`src/rtl/irq_mirror_pkg.sv`:
```
// Package: constants and helpers shared by the mirrored interrupt status logic.
// Assumes exactly two channels; the register offsets below are fixed by the
// software-visible layout.
package irq_mirror_pkg;
    localparam int NCH          = 2;
    localparam int OFS_CTRL     = 'h51;
    localparam int CTRL_EN_BASE = 2;
    localparam int OFS_MAIN     = 'h71;
    localparam int MAIN_ST_BASE = 2;
    localparam int MAIN_BK_BASE = 4;

    // Byte offset of the alias copy for a channel.
    function automatic int alias_ofs(input int ch);
        return (ch == 0) ? 'h50 : 'h57;
    endfunction

    // Bit position of the alias copy inside its byte.
    function automatic int alias_bit(input int ch);
        return (ch == 0) ? 2 : 4;
    endfunction

    // Decoded write strobes for the status logic.
    typedef struct packed {
        logic [NCH-1:0] clr_main;
        logic [NCH-1:0] clr_alias;
        logic           blk_we;
        logic [NCH-1:0] blk_val;
    } wr_strb_t;
endpackage

```
`src/rtl/irq_cfg_decode.sv`:
```
// Module: turns a byte-enabled configuration write into per-channel clear
// strobes and a block-bit load. Assumes the address is a byte address of
// which only the dword part selects; lanes are picked by the byte enables.
module irq_cfg_decode
    import irq_mirror_pkg::*;
#(
    parameter int ADDR_W = 8,
    parameter int DATA_W = 32
) (
    input  logic                cfg_wr,
    input  logic [ADDR_W-1:0]   cfg_addr,
    input  logic [DATA_W/8-1:0] cfg_be,
    input  logic [DATA_W-1:0]   cfg_wdata,
    output wr_strb_t            strb
);
    localparam int BEW    = DATA_W / 8;
    localparam int LANE_W = $clog2(BEW);

    // True when the write covers the byte at offset ofs.
    function automatic logic byte_hit(input int ofs);
        logic [ADDR_W-1:0] o;
        o = ADDR_W'(ofs);
        return cfg_wr && (cfg_addr[ADDR_W-1:LANE_W] == o[ADDR_W-1:LANE_W])
               && cfg_be[o[LANE_W-1:0]];
    endfunction

    // Data bit at position b of the byte at offset ofs.
    function automatic logic byte_bit(input int ofs, input int b);
        logic [ADDR_W-1:0] o;
        o = ADDR_W'(ofs);
        return cfg_wdata[int'(o[LANE_W-1:0]) * 8 + b];
    endfunction

    // Per-channel write-one-to-clear strobes for both copies.
    always_comb begin
        strb = '0;
        for (int ch = 0; ch < NCH; ch++) begin
            strb.clr_alias[ch] = byte_hit(alias_ofs(ch)) && byte_bit(alias_ofs(ch), alias_bit(ch));
            strb.clr_main[ch]  = byte_hit(OFS_MAIN) && byte_bit(OFS_MAIN, MAIN_ST_BASE + ch);
            strb.blk_val[ch]   = byte_bit(OFS_MAIN, MAIN_BK_BASE + ch);
        end
        strb.blk_we = byte_hit(OFS_MAIN);
    end
endmodule

```
`src/rtl/irq_mirror_pair.sv`:
```
// Module: one channel's status flag, held as two separately registered
// copies. Assumes req is synchronous to clk. A request level change loads
// the level into both copies; otherwise a clear from either copy's address
// clears both. A set from a request edge beats a simultaneous clear.
module irq_mirror_pair (
    input  logic clk,
    input  logic rst_n,
    input  logic req,
    input  logic clr_main,
    input  logic clr_alias,
    output logic st_main,
    output logic st_alias
);
    logic req_q;
    logic chg;
    logic clr_any;

    assign chg     = req ^ req_q;
    assign clr_any = clr_main | clr_alias;

    // Remember the last sampled request level for edge detection.
    always_ff @(posedge clk) begin
        if (!rst_n) req_q <= 1'b0;
        else        req_q <= req;
    end

    // Main copy: follows request edges, cleared by either location.
    always_ff @(posedge clk) begin
        if (!rst_n)       st_main <= 1'b0;
        else if (chg)     st_main <= req;
        else if (clr_any) st_main <= 1'b0;
    end

    // Alias copy: mirrored from the same events, held in its own flop.
    always_ff @(posedge clk) begin
        if (!rst_n)       st_alias <= 1'b0;
        else if (chg)     st_alias <= req;
        else if (clr_any) st_alias <= 1'b0;
    end
endmodule

```
`src/rtl/irq_combine.sv`:
```
// Module: ORs the unblocked channel flags into the shared level interrupt.
// Assumes flags and blocks are registered, so the output is glitch-free
// relative to clk.
module irq_combine #(
    parameter int NCH = 2
) (
    input  logic [NCH-1:0] st,
    input  logic [NCH-1:0] blk,
    output logic           irq
);
    // Level output re-evaluated whenever any flag or block changes.
    always_comb irq = |(st & ~blk);
endmodule

```
`src/rtl/irq_mirror_top.sv`:
```
// Module: top of the mirrored interrupt status logic. Holds the block bits,
// instantiates one mirrored flag pair per channel and builds read data.
// Assumes a dword-wide configuration port with byte enables and a
// combinational read of the addressed dword.
module irq_mirror_top
    import irq_mirror_pkg::*;
#(
    parameter int ADDR_W        = 8,
    parameter int DATA_W        = 32,
    parameter bit SECONDARY_EN  = 1'b1
) (
    input  logic                clk,
    input  logic                rst_n,
    input  logic [1:0]          req_i,
    input  logic                cfg_wr_i,
    input  logic [ADDR_W-1:0]   cfg_addr_i,
    input  logic [DATA_W/8-1:0] cfg_be_i,
    input  logic [DATA_W-1:0]   cfg_wdata_i,
    output logic [DATA_W-1:0]   cfg_rdata_o,
    output logic                irq_o
);
    localparam int BEW    = DATA_W / 8;
    localparam int LANE_W = $clog2(BEW);
    localparam logic [7:0] CTRL_VAL = 8'((1 << CTRL_EN_BASE) |
                                         (int'(SECONDARY_EN) << (CTRL_EN_BASE + 1)));

    wr_strb_t       strb;
    logic [NCH-1:0] st_main;
    logic [NCH-1:0] st_alias;
    logic [NCH-1:0] blk_q;

    irq_cfg_decode #(.ADDR_W(ADDR_W), .DATA_W(DATA_W)) dec_i (
        .cfg_wr    (cfg_wr_i),
        .cfg_addr  (cfg_addr_i),
        .cfg_be    (cfg_be_i),
        .cfg_wdata (cfg_wdata_i),
        .strb      (strb)
    );

    for (genvar ch = 0; ch < NCH; ch++) begin : g_ch
        irq_mirror_pair pair_i (
            .clk       (clk),
            .rst_n     (rst_n),
            .req       (req_i[ch]),
            .clr_main  (strb.clr_main[ch]),
            .clr_alias (strb.clr_alias[ch]),
            .st_main   (st_main[ch]),
            .st_alias  (st_alias[ch])
        );
    end

    // Block bits: plain read/write in the main byte.
    always_ff @(posedge clk) begin
        if (!rst_n)           blk_q <= '0;
        else if (strb.blk_we) blk_q <= strb.blk_val;
    end

    irq_combine #(.NCH(NCH)) comb_i (
        .st  (st_main),
        .blk (blk_q),
        .irq (irq_o)
    );

    // True when the read address selects the dword holding byte ofs.
    function automatic logic rd_sel(input int ofs);
        logic [ADDR_W-1:0] o;
        o = ADDR_W'(ofs);
        return cfg_addr_i[ADDR_W-1:LANE_W] == o[ADDR_W-1:LANE_W];
    endfunction

    // Bit index in the data word of bit b of the byte at offset ofs.
    function automatic int rd_pos(input int ofs, input int b);
        logic [ADDR_W-1:0] o;
        o = ADDR_W'(ofs);
        return int'(o[LANE_W-1:0]) * 8 + b;
    endfunction

    // Read data: place every visible bit at its byte lane.
    always_comb begin
        cfg_rdata_o = '0;
        for (int ch = 0; ch < NCH; ch++) begin
            if (rd_sel(alias_ofs(ch)))
                cfg_rdata_o[rd_pos(alias_ofs(ch), alias_bit(ch))] = st_alias[ch];
            if (rd_sel(OFS_MAIN)) begin
                cfg_rdata_o[rd_pos(OFS_MAIN, MAIN_ST_BASE + ch)] = st_main[ch];
                cfg_rdata_o[rd_pos(OFS_MAIN, MAIN_BK_BASE + ch)] = blk_q[ch];
            end
        end
        if (rd_sel(OFS_CTRL))
            for (int b = 0; b < 8; b++)
                cfg_rdata_o[rd_pos(OFS_CTRL, b)] = CTRL_VAL[b];
    end
endmodule

```
`config.mk`:
```
export PLATFORM = sky130hd
export DESIGN_NAME = irq_mirror_top
export DESIGN_NICKNAME = d
export VERILOG_FILES = /design/src/rtl/irq_mirror_pkg.sv /design/src/rtl/irq_cfg_decode.sv /design/src/rtl/irq_mirror_pair.sv /design/src/rtl/irq_combine.sv /design/src/rtl/irq_mirror_top.sv
export SDC_FILE = /design/constraint.sdc
export NUM_CORES = 1
export LEC_CHECK = 0
export CAP_MARGIN = 20
export CORE_AREA = 2 2 39 41
export DETAILED_ROUTE_END_ITERATION = 16
export DIE_AREA = 0 0 41 43
export DONT_BUFFER_PORTS = 1
export SYNTH_ARGS = -nofsm -noshare
export SYNTH_HDL_FRONTEND = slang
export SYNTH_SLANG_ARGS = --single-unit
```
`constraint.sdc`:
```
create_clock -name clk -period 2.9 [get_ports clk]
set_input_delay 0.29 -clock clk [delete_from_list [all_inputs] [get_ports clk]]
set_output_delay 0.29 -clock clk [all_outputs]
set_load 0.02 [all_outputs]
```
# [After elaboration in Yosys (flattened, before gate mapping)]
# Index checks and enable logic that the tools add are counted.
[op_classes] addsub=0 mul=0 div=0 magnitude_cmp=0 n_eq_ne=3 n_shift=0 muxes=11 bitwise=6 reduce_logical=13
[ops] op="== test 6 x 5 -> 1 bit (second input constant)" count=3
[ops] op="logical AND 1 bit" count=10
[ops] op="two-way mux 1 bit" count=10
[ops] op="two-way mux 6 bit" count=1
[ops] op="nonzero test 2 bit" count=2
[ops] op="bitwise AND 2 bit" count=1
[ops] op="NOT 2 bit" count=1
[ops] op="bitwise OR 1 bit" count=2
[ops] op="OR reduction 2 bit" count=1
[ops] op="XOR 1 bit" count=2
[word_totals] register_bits=6 latchBits=0 ram_bits=0 romBits=0 out_inout_bits=33 elab_cells=38 memories=0

# [Depth between registers and ports, before layout]
[logic_depth] ltp_word=7 ltp_mapped=5 ltp_nobuf=5

# [Cells and area by module]
# From an unflattened synthesis, not the netlist that was laid out.
[hier_totals] hier_cells=83 hier_area_um2=676.9
[by_module_without_submodules] module="irq_mirror_top" instances=1 cells_each=45 area_each_um2=362.8
[by_module_without_submodules] module="irq_mirror_pair" instances=2 cells_each=10 area_each_um2=100.1
[by_module_without_submodules] module="irq_cfg_decode" instances=1 cells_each=15 area_each_um2=93.8
[by_module_without_submodules] module="irq_combine" instances=1 cells_each=3 area_each_um2=20.0

# [Least setup slack after synthesis]
# No wires, ideal clock.
[synth_timing] path_type="input -> output" start="input cfg_addr_i[3]" end="output cfg_rdata_o[2]" arrival_time_ns=1.259 slack_ns=1.351 path_stages=3 path_cell_list="or3b_4 > nor4b_1 > and2_1"
[synth_via] elab_chain_cells=2
[synth_rtl] item="start, declared" line_no="irq_mirror_top.sv:16" rtl="input logic [ADDR_W-1:0] cfg_addr_i,"
[synth_rtl] item="== test 6 x 5 -> 1 bit" line_no="irq_mirror_top.sv:68" rtl="return cfg_addr_i[ADDR_W-1:LANE_W] == o[ADDR_W-1:LANE_W];"
[synth_rtl] item="two-way mux 1 bit" line_no="irq_mirror_top.sv:82" rtl="if (rd_sel(alias_ofs(ch)))"
[synth_rtl] item="end, declared" line_no="irq_mirror_top.sv:19" rtl="output logic [DATA_W-1:0] cfg_rdata_o,"
# No other way between the ends.

# [Worst setup path in the final report]
# Same ends and word-level chain as after synthesis.

==> results.yml <==
global_route:
  grt_busiest_layer: "met2"
  grt_pass1_wl_um: 1370
  grt_util_met3_pct: 4.71
  grt.met2_usage_pct: 18.1
  grt_pass1_vias: 343
  grt_max_degree: 9
  antenna_found_initial: 0
  grtUsageMet1_pct: 12.0
  grt-ovfl-total: 0
  grt.total_usage_pct: 11.7
worst_setup_path:
  required_ns: 2.61
  path_cells: "or3b_4 -> nor4b_1 -> and2_1"
  cp-endpoint: "cfg_rdata_o[2]"
  worst_path_max_delay_cell: "or3b_4"
  startpoint: "cfg_addr_i[3]"
  max_stage_delay_ns: 0.41
  crit_path_start_kind: "input pin"
  r2r_end: "g_ch[0].pair_i.st_main"
  cp_num_buf_inv: 0
  worstPathMaxFanout: 3
  worstPathArrival_ns: 1.35
  rr_startpoint: "g_ch[0].pair_i.req_q"
  worst-setup-path-type: "input pin to primary output"
  cp-end-kind: "primary output"
  reg2reg_setup_slack_ns: 1.70
  crit_family: "simple AND/OR/NAND/NOR gates"
  worst-path-stages: 3
  ff2ff_path_depth: 5
logic_synthesis:
  avgSynthCellArea_um2: 8.18
  yosysWarnings: 0
  yosysSeqAreaShare_pct: 20.1
  ys_types: 20
  ys_ff_latch: 6
  syn_inst: 73
  synth_area_um2: 597
routing:
  post-route-drc-count: 0
  wl_um: 976
  ant_nets: 0
  drtIter0Drc: 3
  vias_per_cell: 4.30
  wl_per_cell_um: 10.7
  via_count: 391
  firstDrtPassIters: 4
clock_tree:
  cts_resized: 0
  cts_buffer_depth: 2
  cts_htree_levels: 1
  holdBufCountCts: 0
  cts_setup_buffers: 0
  clock_latency_ns: 0.24
  cts_made_buffers: 3
  cts_root_buffer: "clkbuf_4"
  clock-sinks: 6
  clk_pin_slew_worst_paths_ns: 0.05
  tritoncts: "done"
hold_path:
  hold_path_class: "input pin to flop"
  min-delay-start: "rst_n"
sta:
  skew_ns: 0.00151
  fin_crit_sh_pct: 56.7
  timing.final.max_slew_violations: 0
  fmax_ghz: 0.608
  final.setup.tns_ns: 0
  grt_setup_unrepaired: "no"
  hold_ws_ns: 0.170
  layout_min_cycle_time_ns: 1.64
  setup_viol: 0
  finalHoldViolCount: 0
die:
  core-area_um2: 1380
  ios: 82
  die_height_um: 43
  initial_core_util_pct: 43.1
  design.die.area_um2: 1760
  rows: 14
  die_w_um: 41
cells_and_area:
  layout-drive-gt1-share_pct: 6.67
  antenna_cells: 0
  area_growth_syn_to_layout_pct: -9.85
  nets: 128
placed_design:
  hpwl_um: 872
  io_buffers: 0
  gp_congestion: 0.640
pwr:
  p_total_mw: 0.217
  p_leak_nw: 0.261
  cellPowerDensity_nw_per_um2: 404
  vdd_ir_drop_max_mv: 0.182
status:
  status: "complete, no violations"
job:
  drv_cap: 0
==> power breakdown <==
| group | leakage, nW | internal (mW) | switching (mW) | total (mW) |
|---|---|---|---|---|
| combinational | 0.198 | 0.0109 | 0.0420 | 0.0528 |
| sequential | 0.0492 | 0.0863 | 0.00170 | 0.0880 |
| clock | 0.0138 | 0.0468 | 0.0298 | 0.0766 |
==> Yosys cell counts <==
master	count	area (um2)
nand3b_1	1	7.51
and4b_1	1	10.0
and3_1	2	12.5
inv_1	6	22.5
a21oi_1	2	10.0
nor4b_1	1	8.76
o22ai_1	1	6.26
conb_1	1	3.75
a221oi_1	2	17.5
nand2_1	6	22.5
buf_4	26	195
dfxtp_1	6	120
nor3b_1	1	7.51
nor3_1	1	5.00
nor2b_1	2	12.5
or3b_4	1	11.3
mux2i_1	4	40.0
and2_1	6	37.5
nor4_4	1	21.3
ha_1	2	25.0
==> per-layer routing <==
metal  vias to the layer above  wire length [um]
met3                         2               153
met5                         -                 0
met4                         0                 6
met2                        29               509
met1                       167               307
li1                        193                 -
==> per-stage QoR <==
stage	worst slack, ns	utilization (%)	instances	area (um2)
CTS	1.22	38.9	91	538
global placement	1.25	37.3	88	515
global route	1.12	38.9	91	538
detailed placement	1.22	37.3	88	515
floorplan	1.35	-	98	691
finish	1.26	38.9	91	538
==> sequential cells by signal, indices dropped and copies added (netlist names) <==
register / cells
blk_q: 2
g_ch.pair_i.req_q: 2
g_ch.pair_i.st_main: 2
==> cell usage in the layout (no fill, tap or decap) <==
| cell | n |
|---|---|
| nor2b_1 | 2 |
| inv_1 | 6 |
| and2_1 | 6 |
| nand2_1 | 6 |
| o22ai_1 | 1 |
| nor4_4 | 1 |
| nor4b_1 | 1 |
| nand3b_1 | 1 |
| or3b_4 | 1 |
| and4b_1 | 1 |
| ha_1 | 2 |
| conb_1 | 26 |
| mux2i_1 | 4 |
| dfxtp_1 | 6 |
| a21oi_1 | 2 |
| and3_1 | 2 |
| a221oi_1 | 2 |
| clkbuf_4 | 3 |
| nor3b_1 | 1 |
| nor3_1 | 1 |
==> logic make-up (layout without fill, tap and decap cells) <==
| family | Yosys count | after routing | synth area share [%] |
|---|---|---|---|
| other cells | 1 | 26 | 0.628 |
| compound gates | 5 | 5 | 5.66 |
| simple gates | 23 | 23 | 26.2 |
| buf+inv | 32 | 9 | 36.5 |
| fa+ha+maj | 2 | 2 | 4.19 |
| flops | 6 | 6 | 20.1 |
| mux | 4 | 4 | 6.71 |
==> worst min-delay path by stage <==
| stage | to | slack, ns | cells past startpoint |
|---|---|---|---|
| floorplan | g_ch[0].pair_i.req_q | 0.41 | 1 |
| global placement | g_ch[0].pair_i.req_q | 0.42 | 1 |
| detailed placement | g_ch[0].pair_i.req_q | 0.42 | 1 |
| CTS | g_ch[1].pair_i.req_q | 0.16 | 1 |
| global route | g_ch[1].pair_i.req_q | 0.17 | 1 |
| finish | g_ch[1].pair_i.req_q | 0.17 | 1 |
==> layout make-up <==
type	instances	area, um2
clock buffers	3	22.5
inverters	6	22.5
flip-flops and latches	6	120
multi-input cells	60	353
fillers	169	846
well taps	16	20.0
Note: power is estimated with default switching activity, not from simulation.
